## config.mk

```make
export PLATFORM = sky130hd
export DESIGN_NAME = access_led_ctrl
export DESIGN_NICKNAME = d
export VERILOG_FILES = /design/src/rtl/ledctl_pkg.sv /design/src/rtl/ledctl_ctrl.sv /design/src/rtl/ledctl_data.sv /design/src/rtl/access_led_ctrl.sv
export SDC_FILE = /design/constraint.sdc
export NUM_CORES = 1
export LEC_CHECK = 0
export ABC_CLOCK_PERIOD_IN_PS = 2000
export BUFFER_PORTS_ARGS = -buffer_cell sky130_fd_sc_hd__buf_2
export CAP_MARGIN = 10
export CORE_UTILIZATION = 43
export DETAILED_ROUTE_END_ITERATION = 7
export PLACE_DENSITY = 0.91
export SKIP_CTS_REPAIR_TIMING = 1
export SYNTH_ARGS = -nofsm -noshare
export SYNTH_HDL_FRONTEND = slang
export SYNTH_SLANG_ARGS = --single-unit
```

## constraint.sdc

```tcl
create_clock -name clk -period 2 [get_ports clk]
set_input_delay 0.4 -clock clk [delete_from_list [all_inputs] [get_ports clk]]
set_output_delay 0.4 -clock clk [all_outputs]
set_load 0.01 [all_outputs]
```

## src/rtl/ledctl_pkg.sv

```systemverilog
package ledctl_pkg;
  // Strobes from the control part to the display datapath
  typedef struct packed {
    logic load;   // capture a new access into the display
    logic clear;  // blank the display (timeout expired)
  } ledStrobes_t;
endpackage

```

## src/rtl/ledctl_ctrl.sv

```systemverilog
module ledctl_ctrl
  import ledctl_pkg::*;
#(
  parameter int TIMER_W = 16
) (
  input  logic               clk,
  input  logic               rstN,
  input  logic               accessStrobe,
  input  logic [TIMER_W-1:0] holdTicks,
  output ledStrobes_t        strobes
);
  localparam logic [TIMER_W-1:0] ONE = TIMER_W'(1);

  logic [TIMER_W-1:0] remain;
  logic               armed;
  logic               lastTick;

  assign lastTick      = armed && (remain == ONE);
  assign strobes.load  = accessStrobe;
  assign strobes.clear = !accessStrobe && lastTick;

  always_ff @(posedge clk) begin
    if (!rstN) begin
      remain <= '0;
      armed  <= 1'b0;
    end else if (accessStrobe) begin
      remain <= holdTicks;
      armed  <= (holdTicks != '0);
    end else if (armed) begin
      remain <= remain - ONE;
      if (lastTick) armed <= 1'b0;
    end
  end
endmodule

```

## src/rtl/ledctl_data.sv

```systemverilog
module ledctl_data
  import ledctl_pkg::*;
#(
  parameter int NUM_PAGES = 4,
  parameter int ROWS      = 16,
  parameter int DATA_W    = 16
) (
  input  logic                        clk,
  input  logic                        rstN,
  input  ledStrobes_t                 strobes,
  input  logic [$clog2(NUM_PAGES)-1:0] accessPage,
  input  logic [$clog2(ROWS)-1:0]      accessRow,
  input  logic [DATA_W-1:0]           accessData,
  output logic [NUM_PAGES*ROWS-1:0]   rowLeds,
  output logic [NUM_PAGES*DATA_W-1:0] bitLeds
);
  localparam int PAGE_W = $clog2(NUM_PAGES);
  localparam int ROW_W  = $clog2(ROWS);

  logic              litValid;
  logic [PAGE_W-1:0] litPage;
  logic [ROW_W-1:0]  litRow;
  logic [DATA_W-1:0] litData;
  logic [ROWS-1:0]   rowOneHot;

  always_ff @(posedge clk) begin
    if (!rstN) begin
      litValid <= 1'b0;
      litPage  <= '0;
      litRow   <= '0;
      litData  <= '0;
    end else if (strobes.load) begin
      litValid <= 1'b1;
      litPage  <= accessPage;
      litRow   <= accessRow;
      litData  <= accessData;
    end else if (strobes.clear) begin
      litValid <= 1'b0;
    end
  end

  always_comb begin
    rowOneHot = '0;
    rowOneHot[litRow] = 1'b1;
  end

  for (genvar p = 0; p < NUM_PAGES; p++) begin : g_page
    logic pageHit;
    assign pageHit = litValid && (litPage == PAGE_W'(p));
    assign rowLeds[p*ROWS +: ROWS]     = pageHit ? rowOneHot : '0;
    assign bitLeds[p*DATA_W +: DATA_W] = pageHit ? litData   : '0;
  end
endmodule

```

## src/rtl/access_led_ctrl.sv

```systemverilog
module access_led_ctrl
  import ledctl_pkg::*;
#(
  parameter int NUM_PAGES = 4,
  parameter int ROWS      = 16,
  parameter int DATA_W    = 16,
  parameter int TIMER_W   = 16
) (
  input  logic                         clk,
  input  logic                         rstN,
  input  logic                         accessStrobe,
  input  logic [$clog2(NUM_PAGES)-1:0] accessPage,
  input  logic [$clog2(ROWS)-1:0]      accessRow,
  input  logic [DATA_W-1:0]            accessData,
  input  logic [TIMER_W-1:0]           holdTicks,
  output logic [NUM_PAGES*ROWS-1:0]    rowLeds,
  output logic [NUM_PAGES*DATA_W-1:0]  bitLeds
);
  ledStrobes_t strobes;

  ledctl_ctrl #(.TIMER_W(TIMER_W)) u_ctrl (
    .clk(clk), .rstN(rstN), .accessStrobe(accessStrobe),
    .holdTicks(holdTicks), .strobes(strobes)
  );

  ledctl_data #(.NUM_PAGES(NUM_PAGES), .ROWS(ROWS), .DATA_W(DATA_W)) u_data (
    .clk(clk), .rstN(rstN), .strobes(strobes),
    .accessPage(accessPage), .accessRow(accessRow), .accessData(accessData),
    .rowLeds(rowLeds), .bitLeds(bitLeds)
  );
endmodule

```

==> impl_metrics.json, run 1 <==
{
  "yosysTopAreaCell": "dfxtp_1",
  "synth-edff-count": 0,
  "r2r-start": "u_ctrl.remain[7]",
  "grt_pass1_wl_microns": 11980,
  "clkPwrFrac": 0.303,
  "via_count": 3113,
  "slew_violations": 0,
  "multiInputGateArea_sq_um": 1770,
  "p_sw_frac": 0.2993,
  "hpwl_microns": 6099,
  "placed_area_sq_um": 3531,
  "finalHoldViolCount": 0,
  "max_slew_margin": 0.6672,
  "fin_tns_setup_ns": 0,
  "cts_tree": "done",
  "die_w_microns": 81.39,
  "synth_cell_types": 44,
  "cts.path.max_buffers": 2,
  "r2r_slack_ns": 0.18,
  "status": "finished clean",
  "dp.cells": 587,
  "syn_nets": 408,
  "post-place-ws_ns": 0.1951,
  "syn_to_final_growth_pct": 35.23,
  "tightest_slew_ns": 0.4985,
  "slowest_stage": "dfxtp_1",
  "hold_path_class": "in -> reg",
  "layout.nets": 563,
  "skew_ns": 0.01201,
  "p_seq_frac": 0.501,
  "ys.flop_type": "dfxtp_1",
  "fin_ws_ns": 0.08016,
  "reg2regPathDepth": 3,
  "final_area_sq_um": 3665,
  "min_period_ns": 1.920,
  "yosys_warnings": 0,
  "synth.area.top_cells": "dfxtp_1, and2_1, nor2_1, mux2i_1, o21ai_0",
  "fin_cells": 596,
  "maxCapViolations": 0,
  "syn_area_per_cell_sq_um": 7.425,
  "viasPerCell": 5.223,
  "drt-total-wl_microns": 8246,
  "fillers": 540,
  "worstReg2RegEnd": "u_ctrl.remain[11]",
  "postRouteAntennaNets": 0,
  "drtIter0Drc": 109,
  "start_util": 0.4524,
  "syn_area_sq_um": 2710,
  "row_count": 28,
  "insertedDiodeCount": 0,
  "die_h_microns": 81.39,
  "total_power_uw": 1838,
  "drive_above_1_share": 0.3935,
  "crit_required_ns": 1.60,
  "grt_pass1_vias": 2602,
  "routabilityCongestion": 0.8543,
  "power_density_nw_per_um2": 501.6,
  "seq_area_frac_synth": 0.2955,
  "worstSkewPairLatency_ns": 0.29,
  "power.share.combinational": 0.196,
  "die_area_sq_um": 6624,
  "end_kind": "output port",
  "crit_chain": "and3b_2, and2_1, buf_2",
  "fin_crit_sh": 0.9599,
  "grtUsageTotal": 0.2347,
  "seqCellArea_sq_um": 805.8,
  "antenna_found_initial": 0,
  "clk_pin_slew_ns": 0.08,
  "rsz0062_at_grt": "true",
  "max-vdd-ir-drop_uv": 453.1,
  "synthCells": 365,
  "pin_count": 169,
  "cell_internal_pwr_uw": 1288,
  "synthArstFlopShare": 0,
  "port_buffers": 168,
  "cpPeakStageDelay_ns": 0.49,
  "grt-ovfl-total": 0,
  "core_sq_um": 5991,
  "leakage_uw": 0.001920,
  "grt_max_degree": 33,
  "worst_ep_arrival_time_ns": 1.52,
  "switchingPower_uw": 550.2,
  "avgRoutedWirePerCell_microns": 13.84,
  "cts.sinks": 40,
  "numCtsBuffers": 5,
  "crit_start": "u_data.litPage[0]",
  "dr.pass1.iters": 4,
  "yosysTopAreaCellShare": 0.2955,
  "cp-start-kind": "flip-flop",
  "root_buffer": "clkbuf_8",
  "ys_ff_latch": 40,
  "worstSetupEndpoint": "bitLeds[24]",
  "h-tree-depth": 2,
  "path_max_fanout": 16,
  "drcViolationCount": 0,
  "worstSetupPathType": "reg -> out",
  "max_freq_mhz": 520.9,
  "setup_viol": 0
}
==> critical path, delay by kind of cell (launching register included) <==
family,cells,cell delay (ns)
buffers and inverters,1,0.13
flip-flops,1,0.49
AND/OR/NAND/NOR,2,0.62
==> sequential cells by signal (all words and copies together), names as in the netlist <==
register / count
u_data.litPage: 2
u_ctrl.remain: 16
u_data.litRow: 4
u_data.litValid: 1
u_data.litData: 16
u_ctrl.armed: 1
==> power by group through the flow <==
stage,clock network [uW],registers [uW],logic (uW)
finish,557,921,359
global route,610,933,398
CTS,576,916,354
detailed placement,0,933,352
global placement,0,927,339
floorplan,0,909,268
==> per-layer routing <==
layer | vias to the layer above | track usage | part of all wire
met2 | 117 | 0.4133 | 0.50
met4 | 0 | 0.08036 | 0.016
met1 | 1428 | 0.2753 | 0.42
met5 | - | 0 | 0
li1 | 1554 | - | -
met3 | 14 | 0.05506 | 0.056
==> layout make-up <==
type,count,area share
flip-flops and latches,40,0.2199
inverters,4,0.004097
well taps,75,0.02561
multi-input cells,295,0.4831
repair buffers,174,0.2417
clock buffers,7,0.02356
clock inverters,1,0.002048
==> cell usage after synthesis (2+ instances only) <==
library cell  number
a21oi_1            3
nand2_1           12
dfxtp_1           40
or4_1              6
inv_1              2
nor4_1             8
xor2_1             2
nand3_1            8
buf_6              4
buf_2              3
o41a_1             2
and2_1            64
o31ai_1            4
o21ai_0           14
mux2i_1           23
or3_2              2
a31oi_1            7
nor2_1            96
buf_1              2
o41a_2             2
nand3b_1           2
nor2b_1            9
clkbuf_8           2
or3_1              6
or3b_2             2
clkbuf_1          15
a211oi_1           5
ha_1               2
o41ai_1            3
==> kinds of logic (layout without fill, tap and decap cells) <==
family | Yosys count | count (layout) | synth area share
and+or+nand+nor | 223 | 223 | 0.4257
AOI/OAI and AO/OA | 45 | 45 | 0.1168
DFF | 40 | 40 | 0.2955
buffers and inverters | 30 | 186 | 0.06140
muxes | 23 | 23 | 0.08495
adders and majority gates | 2 | 2 | 0.009232
xor gates and xnor gates | 2 | 2 | 0.006465
==> stage by stage <==
step	utilization	hold WS, ns
floorplan	-	0.4573
global placement	0.5894	0.4899
detailed placement	0.5894	0.4984
CTS	0.6051	0.3363
global route	0.6117	0.3441
finish	0.6117	0.3391
==> cell usage in the layout (no fill, tap or decap), types with 4 or more instances in the layout <==
master / Yosys / layout
or3_1: 6 / 6
o31ai_1: 4 / 4
nor4_1: 8 / 8
dfxtp_1: 40 / 36
a31oi_1: 7 / 7
nand2_1: 12 / 12
dfxtp_2: 0 / 4
nor2_1: 96 / 95
buf_2: 3 / 168
or4_1: 6 / 6
a211oi_1: 5 / 5
clkbuf_8: 2 / 6
nor2b_2: 0 / 4
o21ai_0: 14 / 14
mux2i_1: 23 / 23
buf_4: 0 / 6
nor2b_1: 9 / 5
and2_1: 64 / 64
nand3_1: 8 / 7
==> worst min path at each step <==
stage,start,slack [ns],end,depth (start not counted)
finish,accessData[5],0.34,u_data.litData[5],3
global route,accessData[1],0.34,u_data.litData[1],3
CTS,accessData[7],0.34,u_data.litData[7],3
detailed placement,u_ctrl.remain[9],0.50,u_ctrl.remain[9],2
global placement,u_ctrl.remain[9],0.49,u_ctrl.remain[9],2
floorplan,u_ctrl.remain[9],0.46,u_ctrl.remain[9],2
No activity file was read; power rests on OpenSTA's default activity.
==> run 2: changes to the inputs <==
- GPL_TIMING_DRIVEN: default -> 0
- RECOVER_POWER: default -> 25
- SLEW_MARGIN: default -> 10
==> run 2 against run 1 <==
Against the previous run:
- highest routed layer unchanged
- register-to-register slack got worse by 0.09 ns
- cell count rose by 3.7%
- combinational power rose by 13%
- global-route usage rose by 1.8 points
- sequential cell count did not move
- sequential share of layout area fell by 0.70 points
- power rose by 8.2%
- sequential power barely moved
- critical path type unchanged
- core utilization rose by 2.8 points
==> impl_metrics.json, run 2 (synthesis results as in run 1) <==
{
  "switchingPower_uw": 582.1,
  "cts_tree": "done",
  "cts.sinks": 40,
  "r2r-start": "u_ctrl.armed",
  "cp-start-kind": "flip-flop",
  "final_common_cell": "buf_2",
  "worst_ep_arrival_time_ns": 1.56,
  "grt-ovfl-total": 0,
  "status": "finished clean",
  "start_util": 0.4524,
  "postRouteAntennaNets": 0,
  "worstSetupPathType": "reg -> out",
  "max_slew_margin": 0.6451,
  "grt_pass1_vias": 2833,
  "fin_cells": 618,
  "power.share.combinational": 0.205,
  "reg2regPathDepth": 5,
  "die_w_microns": 81.39,
  "clk_pin_slew_ns": 0.08,
  "p_sw_frac": 0.2928,
  "fin_tns_setup_ns": 0,
  "dp.cells": 608,
  "cts.path.max_buffers": 2,
  "layout_common_cells": "buf_2, nor2_1, and2_1",
  "grtUsageTotal": 0.2525,
  "routabilityCongestion": 0.8739,
  "worstSetupEndpoint": "rowLeds[46]",
  "via_count": 3277,
  "path_max_fanout": 10,
  "die_area_sq_um": 6624,
  "p_seq_frac": 0.463,
  "hpwl_microns": 6899,
  "hold_path_class": "in -> reg",
  "r2r_slack_ns": 0.09,
  "layout.nets": 585,
  "port_buffers": 168,
  "reg.largest.list": "u_ctrl.remain x16, u_data.litData x16, u_data.litRow x4",
  "slew_violations": 0,
  "avgRoutedWirePerCell_microns": 14.58,
  "drive_above_1_share": 0.4033,
  "numCtsBuffers": 5,
  "cp_num_buf_inv": 2,
  "slowest_stage": "dfxtp_4",
  "dr.pass1.iters": 4,
  "crit_chain": "nand2_1, or2_4, clkbuf_4, nor2_1, buf_2",
  "power_density_nw_per_um2": 518.7,
  "root_buffer": "clkbuf_8",
  "crit_required_ns": 1.60,
  "crit_cells": 5,
  "max_freq_mhz": 510.5,
  "end_kind": "output port",
  "drtIter0Drc": 103,
  "row_count": 28,
  "pin_count": 169,
  "min_period_ns": 1.959,
  "grt_max_degree": 13,
  "drt-total-wl_microns": 9012,
  "cell_internal_pwr_uw": 1406,
  "max-vdd-ir-drop_uv": 536.0,
  "worstSkewPairLatency_ns": 0.29,
  "core_sq_um": 5991,
  "worstReg2RegEnd": "u_ctrl.remain[7]",
  "cpPeakStageDelay_ns": 0.40,
  "drcViolationCount": 0,
  "clkPwrFrac": 0.332,
  "grt_pass1_wl_microns": 13020,
  "syn_to_final_growth_pct": 41.41,
  "maxCapViolations": 0,
  "utilization": 0.6397,
  "viasPerCell": 5.303,
  "crit_family": "simple AND/OR/NAND/NOR gates",
  "leakage_uw": 0.002007,
  "tightest_slew_ns": 0.5324,
  "fillers": 516,
  "finalHoldViolCount": 0,
  "antenna_found_initial": 0,
  "h-tree-depth": 2,
  "insertedDiodeCount": 0,
  "skew_ns": 0.008295,
  "crit_start": "u_data.litPage[1]",
  "setup_viol": 0,
  "fin_crit_sh": 0.9794,
  "die_h_microns": 81.39
}
run 2: cell types whose count changed in the layout (fill, tap and decap cells not counted), sizes merged:
cell	delta
clkbuf	+15
bufinv	+1
buf	+6
clkinvlp	-1
clkinv	+1
run 2: per-layer routing:
layer | track usage | routed length (microns) | vias to the layer above
met4 | 0.08214 | 52 | 0
met1 | 0.3057 | 3855 | 1556
li1 | - | - | 1601
met2 | 0.4508 | 4655 | 116
met3 | 0.03820 | 448 | 4
met5 | 0 | 0 | -
run 2: layout make-up:
| type | instances | area (sq um) | share of cell area |
|---|---|---|---|
| tap | 75 | 93.84 | 0.02449 |
| timing repair buffer | 173 | 877.1 | 0.2289 |
| multi-input combinational | 295 | 1784 | 0.4656 |
| sequential | 40 | 815.8 | 0.2129 |
| inverter | 4 | 15.01 | 0.003918 |
| buffer | 23 | 138.9 | 0.03624 |
| clock buffer | 6 | 72.57 | 0.01894 |
| clock inverter | 2 | 35.03 | 0.009141 |
run 2: per-stage QoR:
| step | area, sq um | hold slack, ns | total power (uW) | setup WS (ns) |
|---|---|---|---|---|
| final | 3832 | 0.3447 | 1988 | 0.04125 |
| after global routing | 3832 | 0.3458 | 2072 | -0.02091 |
| after CTS | 3752 | 0.3382 | 1975 | -0.6544 |
| after detailed placement | 3645 | 0.4893 | 1321 | -0.3247 |
| after global placement | 3645 | 0.4734 | 1303 | -0.2761 |
| after floorplan | 2710 | 0.4573 | 1177 | 0.1509 |
run 2: worst reg2reg max path, stage by stage, from the launching register on:
cell and delay (ns):
dfxtp_1 0.33, buf_6 0.12, or4b_4 0.49, clkbuf_1 0.25, or3_2 0.47, a31oi_1 0.17
run 2: how the worst min path moves through the flow:
stage	startpoint	endpoint	slack, ns	cells after the start
2_1_floorplan	u_ctrl.remain[9]	u_ctrl.remain[9]	0.46	2
5_1_grt	accessRow[3]	u_data.litRow[3]	0.35	3
4_1_cts	holdTicks[2]	u_ctrl.remain[2]	0.34	2
3_3_place_gp	u_ctrl.remain[9]	u_ctrl.remain[9]	0.47	2
6_report	accessRow[3]	u_data.litRow[3]	0.34	3
3_5_place_dp	u_ctrl.remain[9]	u_ctrl.remain[9]	0.49	2
run 2: power groups by stage:
stage               registers, uW  clock network [uW]  logic, uW
floorplan                     909                   0        268
global route                  927                 695        451
global placement              924                   0        379
detailed placement            929                   0        392
finish                        920                 661        407
CTS                           911                 671        393
